File: config.mk
export PLATFORM = sky130hd
export DESIGN_NAME = ledsink_core
export DESIGN_NICKNAME = d
export VERILOG_FILES = /design/src/rtl/ledsink_pkg.sv /design/src/rtl/ledsink_sync.sv /design/src/rtl/ledsink_cmd.sv /design/src/rtl/ledsink_lowtimer.sv /design/src/rtl/ledsink_core.sv
export SDC_FILE = /design/constraint.sdc
export NUM_CORES = 1
export LEC_CHECK = 0
export ABC_CLOCK_PERIOD_IN_PS = 1600
export BUFFER_PORTS_ARGS = -buffer_cell sky130_fd_sc_hd__buf_2
export CAP_MARGIN = 10
export CELL_PAD_IN_SITES_DETAIL_PLACEMENT = 1
export CELL_PAD_IN_SITES_GLOBAL_PLACEMENT = 1
export CORE_AREA = 5 5 83 85
export CTS_BUF_LIST = sky130_fd_sc_hd__clkbuf_4
export DETAILED_ROUTE_END_ITERATION = 16
export DIE_AREA = 0 0 88 90
export HOLD_SLACK_MARGIN = 0.03
export PLACE_DENSITY = 0.81
export SLEW_MARGIN = 20
export SYNTH_ARGS = -nofsm -noshare
export SYNTH_HDL_FRONTEND = slang
export SYNTH_HIERARCHICAL = 1
export SYNTH_SLANG_ARGS = --single-unit
File: constraint.sdc
create_clock -name clk_i -period 1.6 [get_ports clk_i]
set_input_delay 0.16 -clock clk_i [delete_from_list [all_inputs] [get_ports clk_i]]
set_output_delay 0.16 -clock clk_i [all_outputs]
set_load 0.02 [all_outputs]
File: src/rtl/ledsink_pkg.sv
package ledsink_pkg;

   typedef enum logic [1:0] {
      MODE_NORMAL = 2'd0,
      MODE_ARMED  = 2'd1,
      MODE_SPENT  = 2'd2
   } ledsink_mode_e;

   localparam int unsigned CMD_LEN = 4;

   // history bit 3 is the oldest sampled edge, bit 0 the newest
   localparam logic [CMD_LEN-1:0] ENTER_OE_PAT = 4'b1011;
   localparam logic [CMD_LEN-1:0] ENTER_LE_PAT = 4'b0001;
   localparam logic [CMD_LEN-1:0] EXIT_OE_PAT  = 4'b1010;
   localparam logic [CMD_LEN-1:0] EXIT_LE_PAT  = 4'b0000;

endpackage

File: src/rtl/ledsink_sync.sv
module ledsink_sync #(
   parameter int unsigned WIDTH  = 4,
   parameter int unsigned STAGES = 2,
   parameter logic [WIDTH-1:0] RST_VAL = '0
) (
   input  logic             clk_i,
   input  logic             rst_ni,
   input  logic [WIDTH-1:0] d_i,
   output logic [WIDTH-1:0] q_o
);

   if (WIDTH < 1) begin : g_bad_width
      $error("ledsink_sync: WIDTH must be at least 1");
   end
   if (STAGES > 8) begin : g_bad_stages
      $error("ledsink_sync: STAGES above 8 is not supported");
   end

   if (STAGES == 0) begin : g_direct
      assign q_o = d_i;
   end else begin : g_chain
      logic [WIDTH-1:0] stg_q [STAGES];

      always_ff @(posedge clk_i or negedge rst_ni) begin
         if (!rst_ni) begin
            for (int i = 0; i < int'(STAGES); i++) stg_q[i] <= RST_VAL;
         end else begin
            stg_q[0] <= d_i;
            for (int i = 1; i < int'(STAGES); i++) stg_q[i] <= stg_q[i-1];
         end
      end

      assign q_o = stg_q[STAGES-1];
   end

endmodule

File: src/rtl/ledsink_cmd.sv
module ledsink_cmd
   import ledsink_pkg::*;
(
   input  logic          clk_i,
   input  logic          rst_ni,
   input  logic          sclk_rise_i,
   input  logic          oe_n_i,
   input  logic          le_i,
   input  logic          cap_done_i,
   output ledsink_mode_e mode_o
);

   logic [CMD_LEN-1:0] oe_hist_q, le_hist_q;
   logic [CMD_LEN-1:0] oe_hist_d, le_hist_d;
   logic               hit_enter, hit_exit;
   ledsink_mode_e      mode_q, mode_d;

   assign oe_hist_d = {oe_hist_q[CMD_LEN-2:0], oe_n_i};
   assign le_hist_d = {le_hist_q[CMD_LEN-2:0], le_i};
   assign hit_enter = sclk_rise_i && (oe_hist_d == ENTER_OE_PAT) && (le_hist_d == ENTER_LE_PAT);
   assign hit_exit  = sclk_rise_i && (oe_hist_d == EXIT_OE_PAT)  && (le_hist_d == EXIT_LE_PAT);

   always_comb begin
      mode_d = mode_q;
      unique case (mode_q)
         MODE_NORMAL: if (hit_enter)  mode_d = MODE_ARMED;
         MODE_ARMED: begin
            if (hit_exit)             mode_d = MODE_NORMAL;
            else if (cap_done_i)      mode_d = MODE_SPENT;
         end
         MODE_SPENT:  if (hit_exit)   mode_d = MODE_NORMAL;
         default:                     mode_d = MODE_NORMAL;
      endcase
   end

   always_ff @(posedge clk_i or negedge rst_ni) begin
      if (!rst_ni) begin
         oe_hist_q <= '1;
         le_hist_q <= '0;
         mode_q    <= MODE_NORMAL;
      end else begin
         if (sclk_rise_i) begin
            oe_hist_q <= oe_hist_d;
            le_hist_q <= le_hist_d;
         end
         mode_q <= mode_d;
      end
   end

   assign mode_o = mode_q;

   // fault-detect mode is entered only from normal mode
   p_enter_from_normal_r5: assert property (@(posedge clk_i) disable iff (!rst_ni)
      (mode_q == MODE_ARMED && $past(mode_q) != MODE_ARMED) |-> $past(mode_q) == MODE_NORMAL);

   // a spent capture never re-arms directly
   p_spent_locked_r10: assert property (@(posedge clk_i) disable iff (!rst_ni)
      (mode_q == MODE_SPENT) |=> (mode_q != MODE_ARMED));

endmodule

File: src/rtl/ledsink_lowtimer.sv
module ledsink_lowtimer #(
   parameter int unsigned CLK_PER_US = 125,
   parameter int unsigned MIN_US     = 2,
   parameter int unsigned MIN_EDGES  = 3
) (
   input  logic clk_i,
   input  logic rst_ni,
   input  logic oe_low_i,
   input  logic sclk_rise_i,
   output logic qualified_o
);

   localparam int unsigned DIV_W  = (CLK_PER_US > 1) ? $clog2(CLK_PER_US) : 1;
   localparam int unsigned US_W   = $clog2(MIN_US + 1);
   localparam int unsigned EDGE_W = $clog2(MIN_EDGES + 1);
   localparam logic [DIV_W-1:0]  DIV_LAST = DIV_W'(CLK_PER_US - 1);
   localparam logic [US_W-1:0]   US_SAT   = US_W'(MIN_US);
   localparam logic [EDGE_W-1:0] EDGE_SAT = EDGE_W'(MIN_EDGES);

   if (CLK_PER_US < 1) begin : g_bad_div
      $error("ledsink_lowtimer: CLK_PER_US must be at least 1");
   end
   if (MIN_US < 1 || MIN_EDGES < 1) begin : g_bad_min
      $error("ledsink_lowtimer: minimum edges and microseconds must be at least 1");
   end

   logic [DIV_W-1:0]  div_q;
   logic [US_W-1:0]   us_q;
   logic [EDGE_W-1:0] edge_q;

   always_ff @(posedge clk_i or negedge rst_ni) begin
      if (!rst_ni) begin
         div_q  <= '0;
         us_q   <= '0;
         edge_q <= '0;
      end else if (!oe_low_i) begin
         div_q  <= '0;
         us_q   <= '0;
         edge_q <= '0;
      end else begin
         if (sclk_rise_i && edge_q != EDGE_SAT) edge_q <= edge_q + 1'b1;
         if (us_q != US_SAT) begin
            if (div_q == DIV_LAST) begin
               div_q <= '0;
               us_q  <= us_q + 1'b1;
            end else begin
               div_q <= div_q + 1'b1;
            end
         end
      end
   end

   assign qualified_o = oe_low_i && (edge_q == EDGE_SAT) && (us_q == US_SAT);

   // a low period that has only just begun can never count as long enough
   p_fresh_low_r7: assert property (@(posedge clk_i) disable iff (!rst_ni)
      (oe_low_i && !$past(oe_low_i)) |-> !qualified_o);

endmodule

File: src/rtl/ledsink_core.sv
module ledsink_core
   import ledsink_pkg::*;
#(
   parameter int unsigned NUM_CH        = 8,
   parameter int unsigned SYNC_STAGES   = 2,
   parameter int unsigned CLK_PER_US    = 125,
   parameter int unsigned MIN_LOW_US    = 2,
   parameter int unsigned MIN_LOW_EDGES = 3,
   parameter bit          LED_REG       = 1'b0
) (
   input  logic              clk_i,
   input  logic              rst_ni,
   input  logic              sclk_i,
   input  logic              sdi_i,
   input  logic              le_i,
   input  logic              oe_ni,
   input  logic [NUM_CH-1:0] fault_i,
   output logic              sdo_o,
   output logic [NUM_CH-1:0] led_o
);

   localparam int unsigned SYN_W = NUM_CH + 4;
   localparam logic [SYN_W-1:0] SYN_RST = {3'b000, 1'b1, {NUM_CH{1'b0}}};

   if (NUM_CH < 2) begin : g_bad_ch
      $error("ledsink_core: NUM_CH must be at least 2");
   end

   logic [SYN_W-1:0]  syn_q;
   logic              sclk_s, sdi_s, le_s, oe_n_s;
   logic [NUM_CH-1:0] fault_s;

   ledsink_sync #(
      .WIDTH   (SYN_W),
      .STAGES  (SYNC_STAGES),
      .RST_VAL (SYN_RST)
   ) u_sync (
      .clk_i  (clk_i),
      .rst_ni (rst_ni),
      .d_i    ({sclk_i, sdi_i, le_i, oe_ni, fault_i}),
      .q_o    (syn_q)
   );

   assign {sclk_s, sdi_s, le_s, oe_n_s, fault_s} = syn_q;

   logic sclk_prev_q;
   logic sclk_rise, sclk_fall;

   assign sclk_rise = sclk_s && !sclk_prev_q;
   assign sclk_fall = !sclk_s && sclk_prev_q;

   logic          qualified;
   logic          cap_active, cap_held_q, cap_done;
   ledsink_mode_e mode;

   ledsink_lowtimer #(
      .CLK_PER_US (CLK_PER_US),
      .MIN_US     (MIN_LOW_US),
      .MIN_EDGES  (MIN_LOW_EDGES)
   ) u_lowtimer (
      .clk_i       (clk_i),
      .rst_ni      (rst_ni),
      .oe_low_i    (!oe_n_s),
      .sclk_rise_i (sclk_rise),
      .qualified_o (qualified)
   );

   ledsink_cmd u_cmd (
      .clk_i       (clk_i),
      .rst_ni      (rst_ni),
      .sclk_rise_i (sclk_rise),
      .oe_n_i      (oe_n_s),
      .le_i        (le_s),
      .cap_done_i  (cap_done),
      .mode_o      (mode)
   );

   assign cap_active = (mode == MODE_ARMED) && qualified;
   assign cap_done   = cap_held_q && oe_n_s;

   logic [NUM_CH-1:0] shift_q, out_q;
   logic              sdo_q;

   always_ff @(posedge clk_i or negedge rst_ni) begin
      if (!rst_ni) begin
         sclk_prev_q <= 1'b0;
         cap_held_q  <= 1'b0;
         shift_q     <= '0;
         out_q       <= '0;
         sdo_q       <= 1'b0;
      end else begin
         sclk_prev_q <= sclk_s;

         if (cap_active)  cap_held_q <= 1'b1;
         else if (oe_n_s) cap_held_q <= 1'b0;

         if (cap_active)     shift_q <= fault_s;
         else if (sclk_rise) shift_q <= {shift_q[NUM_CH-2:0], sdi_s};

         if (cap_active) out_q <= '0;
         else if (le_s)  out_q <= shift_q;

         if (cap_active)     sdo_q <= fault_s[NUM_CH-1];
         else if (sclk_fall) sdo_q <= shift_q[NUM_CH-1];
      end
   end

   assign sdo_o = sdo_q;

   if (LED_REG) begin : g_led_reg
      logic [NUM_CH-1:0] led_q;
      always_ff @(posedge clk_i or negedge rst_ni) begin
         if (!rst_ni) led_q <= '0;
         else         led_q <= out_q & {NUM_CH{!oe_n_s}};
      end
      assign led_o = led_q;
   end else begin : g_led_comb
      assign led_o = out_q & {NUM_CH{!oe_n_s}};
   end

   // a capture cycle leaves the sampled fault flags in the shift register
   p_fault_load_r6: assert property (@(posedge clk_i) disable iff (!rst_ni)
      cap_active |=> (shift_q == $past(fault_s)));

   // a capture wipes the output control register
   p_out_clear_r11: assert property (@(posedge clk_i) disable iff (!rst_ni)
      cap_active |=> (out_q == '0));

   // the serial output moves only on a falling edge or a capture
   p_sdo_hold_r2: assert property (@(posedge clk_i) disable iff (!rst_ni)
      (!sclk_fall && !cap_active) |=> $stable(sdo_q));

endmodule

==> key figures, run 1 <==
Outcome
  • Status: finished clean

Die
  • Initial core utilization: 42.7%
  • Chip height: around 90 µm
  • Row cnt: 29
  • Num ports: 23
  • Core box area: 6130 µm²
  • Die W: 88 µm
  • Die Area: a little under 8000 µm²

Timing
  • Period utilization: 95.6%
  • Setup TNS: 0 ns
  • Final hold viol count: 0
  • Hold slack: 0.282 ns
  • Final Max Slew Viols: 0
  • Worst Max-Slew Pin Slew: 0.319 ns
  • RSZ-0062 raised after global routing: false
  • Slew headroom: 78.5%
  • Setup Skew: 0.0101 ns
  • Final setup violation count: 0
  • Period minus WS final: 1.53 ns
  • Fmax achieved: 0.654 GHz

Clock tree
  • CTS buffer count: 9
  • TritonCTS clock tree: built
  • Longest Clk Path Bufs: 2
  • Root Buffer: clkbuf_4
  • Clock latency at the later pin of the worst-skew pair: 0.41 ns
  • H-tree Lvls: 3
  • Clock transition at the registers of the reported paths: ~0.11 ns
  • Clock sinks: 62

Yosys
  • Syn nets: about 230
  • Yosys top cell by area: dfrtp_1
  • Synth top area share: 54.5%
  • Most frequent cell after synthesis: dfrtp_1
  • Synth Cell Area: 2620 µm²
  • Mapped Cells: 208
  • Commonest cells in the netlist: 57 x dfrtp_1, 19 x mux2i_1, 19 x nor2_1
  • Synth unique cells: 43
  • Post-synthesis sequential area ratio: ~60%
  • Ys Warns: 6
  • Post-synth EDFFs: 0
  • Top FF cell, synth: dfrtp_1
  • Syn Area/Cell: between 10 and 15 µm²
  • Largest cells by area after synthesis: dfrtp_1 54%, mux2i_1 7.3%, dfstp_2 5.0%, buf_4 3.4%, nor2_1 2.7%
  • Synthesized flop and latch total: 62
  • Ys async rst share: 100%

Final layout
  • Register area: 1560 µm²
  • Layout Nets: 264
  • Area Overhead vs Synth: 16.0%
  • Share of post-route cells with drive strength above 1: a little over a quarter
  • Fillers: 662
  • Area of the multi-input gates: 923 µm²
  • Layout Cells excl Fill: 328
  • # diodes: 0

GRT
  • Total track usage: between 10 and 15%
  • Vias in the first global route: 1795
  • Largest net degree at the start of global routing: 63
  • Grt ovf: 0
  • Initial antenna violation count: 0
  • First-pass GRT wire length: 8380 µm

Route
  • DR pass1 iterations: 4
  • DR vias: between 1500 and 2000
  • Routed Antenna Nets: 0
  • Remaining DRCs: 0
  • DR WL/cell: 15.1 µm
  • Vias per std cell: a little under 5
  • DRT iter0 DRCs: 54
  • Final wirelength: 4960 µm

Pwr
  • Peak VDD IR: roughly 630 µV
  • Cell area power density: 1180 nW/µm²
  • Leak: 0.00144 µW

Place
  • DP HPWL: 3260 µm
  • Post-Place Cells: 298
  • Final GP Congestion: 0.728
  • IO buf count: 22

Worst setup path
  • Crit-path max FO: 2
  • CP Class: register to register
  • Setup crit start kind: register
  • Worst Path Arrival: approximately 1.8 ns
  • Crit end category: register
  • Critical Path RT: 1.89 ns

Min path
  • Worst Hold Class: input pin to async pin

Flow run
  • Max_cap viols: 0
placed cells by master (no fill, tap or decap), types with 2 or more instances in the layout:
cell / instances
dfrtp_1: 57
buf_2: 22
mux2i_1: 19
nor2_1: 18
dlygate4sd3_1: 13
a21oi_1: 11
nor2b_1: 10
clkbuf_4: 10
nand2_1: 9
buf_4: 8
mux2_2: 6
nand2b_1: 5
nand3b_1: 5
dfstp_2: 5
inv_1: 4
and2_1: 3
nand3_1: 3
ha_1: 3
clkinvlp_4: 2
clkinv_2: 2
o21ai_0: 2
nand4_1: 2
xnor2_1: 2
a21boi_0: 2
worst max-delay path: stages (launching register included):
cell	delay (ns)
dfstp_2	0.54
or4b_4	0.48
nor4_2	0.32
a21oi_1	0.07
report_power, final:
part | switching (µW) | internal, µW
clock | 595 | 331
sequential | 174 | 1840
combinational | 321 | 311
path summary, 6_finish.rpt:
path / start / to / slack [ns] / depth (start not counted)
max: u_cmd/oe_hist_q[0] / u_cmd/mode_o[1] / 0.07 / 3
min: rst_ni / u_sync/g_chain.stg_q[23] / 0.28 / 3
max reg2reg: u_cmd/oe_hist_q[0] / u_cmd/mode_o[1] / 0.07 / 3
min reg2reg: u_sync/g_chain.stg_q[21] / u_sync/q_o[9] / 0.36 / 0
max in group asynchronous: rst_ni / u_sync/g_chain.stg_q[20] / 1.00 / 3
min in group clk_i: u_sync/g_chain.stg_q[21] / u_sync/q_o[9] / 0.36 / 0
area by class of cell:
cell class / count / share of cell area (%)
clock buffer: 10 / 2.47
timing repair buffer: 45 / 10.9
inverter: 4 / 0.494
tap: 77 / 3.17
sequential: 62 / 51.3
clock inverter: 6 / 1.24
multi-input combinational: 124 / 30.4
layer usage:
layer	routed length [µm]	vias up	part of all wire [%]	global-route usage, %
li1	-	777	-	-
met5	0	-	0	0
met4	124	0	2.5	7.80
met2	2510	25	51	22.8
met1	2110	808	43	16.2
met3	207	11	4.2	4.02
cells by family (layout without fill, tap and decap cells):
kind of cell / count (synthesis) / after routing / share of synthesized area [%]
simple gates: 69 / 69 / 16.5
flops: 62 / 62 / 59.5
mux: 25 / 25 / 9.85
compound gates: 23 / 23 / 5.59
buf+inv: 22 / 65 / 5.59
fa+ha+maj: 4 / 4 / 1.91
xor+xnor: 3 / 3 / 1.00
sequential cells by signal, summed over array words and instances (netlist names):
| name | flops |
|---|---|
| u_sync/g_chain.stg_q | 12 |
| u_sync/q_o | 12 |
| out_q | 8 |
| shift_q | 8 |
| u_lowtimer/div_q | 7 |
| u_cmd/le_hist_q | 3 |
| u_cmd/oe_hist_q | 3 |
| u_cmd/mode_o | 2 |
| u_lowtimer/edge_q | 2 |
| u_lowtimer/us_q | 2 |
| cap_held_q | 1 |
| sclk_prev_q | 1 |
| sdo_o | 1 |
stage by stage:
step                power [µW]  utilization [%]  setup WS, ns  instance area (µm²)
floorplan                 2420                -       0.00128                 2620
finish                    3570             49.5        0.0704                 3040
global route              3780             49.5       0.00762                 3040
CTS                       3610             49.3       0.00892                 3030
detailed placement        2650             45.3        0.0249                 2780
global placement          2600             45.3        0.0660                 2780
what timing repair did:
action                                  in CTS  in global routing
setup buffers                                1                  0
hold endpoints to repair                    74                  0
gates resized for setup                      0                  4
pin swaps                                    0                  2
endpoints found under the setup margin       1                  2
hold buffers                                13                  0
Power figures use the tool's default switching activity.
==> inputs of run 2 (changes only) <==
--- a/config.mk
+++ b/config.mk
@@ -15,7 +15,7 @@
 export DETAILED_ROUTE_END_ITERATION = 16
 export DIE_AREA = 0 0 88 90
 export HOLD_SLACK_MARGIN = 0.03
-export PLACE_DENSITY = 0.81
+export PLACE_DENSITY = 0.85
 export SLEW_MARGIN = 20
 export SYNTH_ARGS = -nofsm -noshare
 export SYNTH_HDL_FRONTEND = slang
==> run 2 against run 1 <==
Against the previous run:
- routed wire length shrank 7.7%
- clock power decreased by 2%
- cell count shrank 0.61%
==> key figures, run 2 (synthesis results as in run 1) <==
Timing
  • Final Max Slew Viols: 0
  • Final hold viol count: 0
  • Setup Skew: 0.0198 ns
  • Setup TNS: 0 ns
  • Period utilization: roughly 97%
  • Slew headroom: about three quarters
  • Period minus WS final: between 1.5 and 2 ns
  • Worst Max-Slew Pin Slew: 0.367 ns
  • Final setup violation count: 0
  • Fmax achieved: 0.643 GHz
  • RSZ-0062 raised after global routing: true

Outcome
  • Status: finished clean

Clock tree
  • Root Buffer: clkbuf_4
  • Clock transition at the registers of the reported paths: 0.12 ns
  • H-tree Lvls: 3
  • Longest Clk Path Bufs: 2
  • TritonCTS clock tree: built
  • CTS buffer count: 9
  • Clock sinks: 62
  • Clock latency at the later pin of the worst-skew pair: 0.41 ns

Worst setup path
  • Worst setup path start: u_cmd/oe_hist_q[0]
  • Critical Path RT: roughly 1.9 ns
  • Reg2reg end: u_cmd/mode_o[0]
  • Worst setup path endpoint: u_cmd/mode_o[0]
  • Crit end category: register
  • Crit path max-delay cell type: dfstp_2
  • CP Class: register to register
  • Setup crit start kind: register
  • Reg2Reg Depth: 3
  • CP cell instances: or4b_4, o41ai_4, nor3b_2
  • Worst flop-to-flop path startpoint: u_cmd/oe_hist_q[0]
  • Max incr delay on CP: roughly 0.55 ns
  • Worst Path Arrival: 1.88 ns
  • Crit-path max FO: 3
  • Flop-to-flop setup slack: 0.04 ns

Route
  • DRT iter0 DRCs: 69
  • Routed Antenna Nets: 0
  • Remaining DRCs: 0
  • DR pass1 iterations: 4
  • Final wirelength: 4580 µm
  • DR vias: about 1600
  • Vias per std cell: just under 5
  • DR WL/cell: 14.0 µm

Die
  • Core box area: 6130 µm²
  • Initial core utilization: 42.7%
  • Row cnt: 29
  • Die W: 88 µm
  • Die Area: 7920 µm²
  • Chip height: 90 µm
  • Num ports: 23

Final layout
  • Commonest non-fill, non-tap cell in the layout: dfrtp_1
  • # diodes: 0
  • Area Overhead vs Synth: 16.1%
  • Share of post-route cells with drive strength above 1: 26.5%
  • Layout Cells excl Fill: 326
  • Commonest cells after routing, fill and taps aside: 57 x dfrtp_1, 22 x buf_2, 19 x mux2i_1, 19 x nor2_1, 13 x dlygate4sd3_1
  • Final Instance Area: 3040 µm²
  • Fillers: 660
  • Layout Nets: about 260

GRT
  • Initial antenna violation count: 0
  • Largest net degree at the start of global routing: 63
  • Grt ovf: 0
  • Total track usage: 13.3%
  • First-pass GRT wire length: around 8200 µm
  • Vias in the first global route: 1690

Min path
  • Worst Hold Class: input pin to async pin

Pwr
  • Leak: 0.00145 µW
  • Cell area power density: between 1000 and 1500 nW/µm²
  • Peak VDD IR: between 500 and 600 µV

Place
  • Final GP Congestion: 0.712
  • DP HPWL: 3030 µm
  • Placed Area: around 2800 µm²
  • IO buf count: 22
  • Post-Place Cells: 297

Flow run
  • Max_cap viols: 0
[run 2: critical path, delay by kind of cell (launching register included)]
family | cells | cell delay [ns]
flops | 1 | 0.55
simple gates | 2 | 0.72
compound gates | 1 | 0.21
[run 2: stage by stage]
step | utilization, % | setup slack (ns) | power (µW) | hold slack (ns)
after floorplan | - | 0.00128 | 2420 | -0.136
after global placement | 45.1 | 0.0644 | 2590 | 0.188
after detailed placement | 45.1 | -0.0215 | 2640 | 0.203
after CTS | 49.2 | 0.0287 | 3600 | 0.275
after global routing | 49.6 | -0.0268 | 3780 | 0.299
final | 49.6 | 0.0448 | 3540 | 0.275
[run 2: worst min-delay path by stage]
| stage | from | end | slack (ns) | cells past startpoint |
|---|---|---|---|---|
| CTS | rst_ni | u_sync/g_chain.stg_q[19] | 0.28 | 3 |
| floorplan | rst_ni | cap_held_q | -0.14 | 0 |
| global route | rst_ni | shift_q[5] | 0.30 | 3 |
| finish | rst_ni | u_sync/g_chain.stg_q[19] | 0.28 | 3 |
| global placement | rst_ni | u_sync/q_o[11] | 0.19 | 2 |
| detailed placement | rst_ni | u_sync/g_chain.stg_q[23] | 0.20 | 2 |
[run 2: layer usage]
| metal | vias up | part of all wire [%] | global-route usage [%] | wire (µm) |
|---|---|---|---|---|
| met5 | - | 0 | 0 | 0 |
| met4 | 0 | 2.7 | 8.06 | 122 |
| met3 | 10 | 3.2 | 3.02 | 147 |
| met2 | 25 | 49 | 19.9 | 2240 |
| met1 | 798 | 45 | 17.4 | 2070 |
| li1 | 768 | - | - | - |
[run 2: layout make-up]
type | count | area (µm²) | share of cell area (%)
clock buffers | 9 | 67.6 | 2.22
clock inverters | 7 | 50.0 | 1.65
inverters | 4 | 15.0 | 0.494
multi-input cells | 124 | 936 | 30.8
flip-flops and latches | 62 | 1560 | 51.3
well taps | 77 | 96.3 | 3.17
repair buffers | 43 | 317 | 10.4
[run 2: power breakdown]
group | switching [µW] | internal [µW]
logic | 311 | 310
registers | 174 | 1840
clock network | 587 | 320
total | 1070 | 2470
[run 2: repair_timing]
action                                  4_1_cts  5_1_grt
gates resized for setup                       0        3
pin swaps                                     1        0
buffers inserted                              0        0
endpoints found under the setup margin        1        4
hold buffers                                 13        0
hold endpoints to repair                     73        0
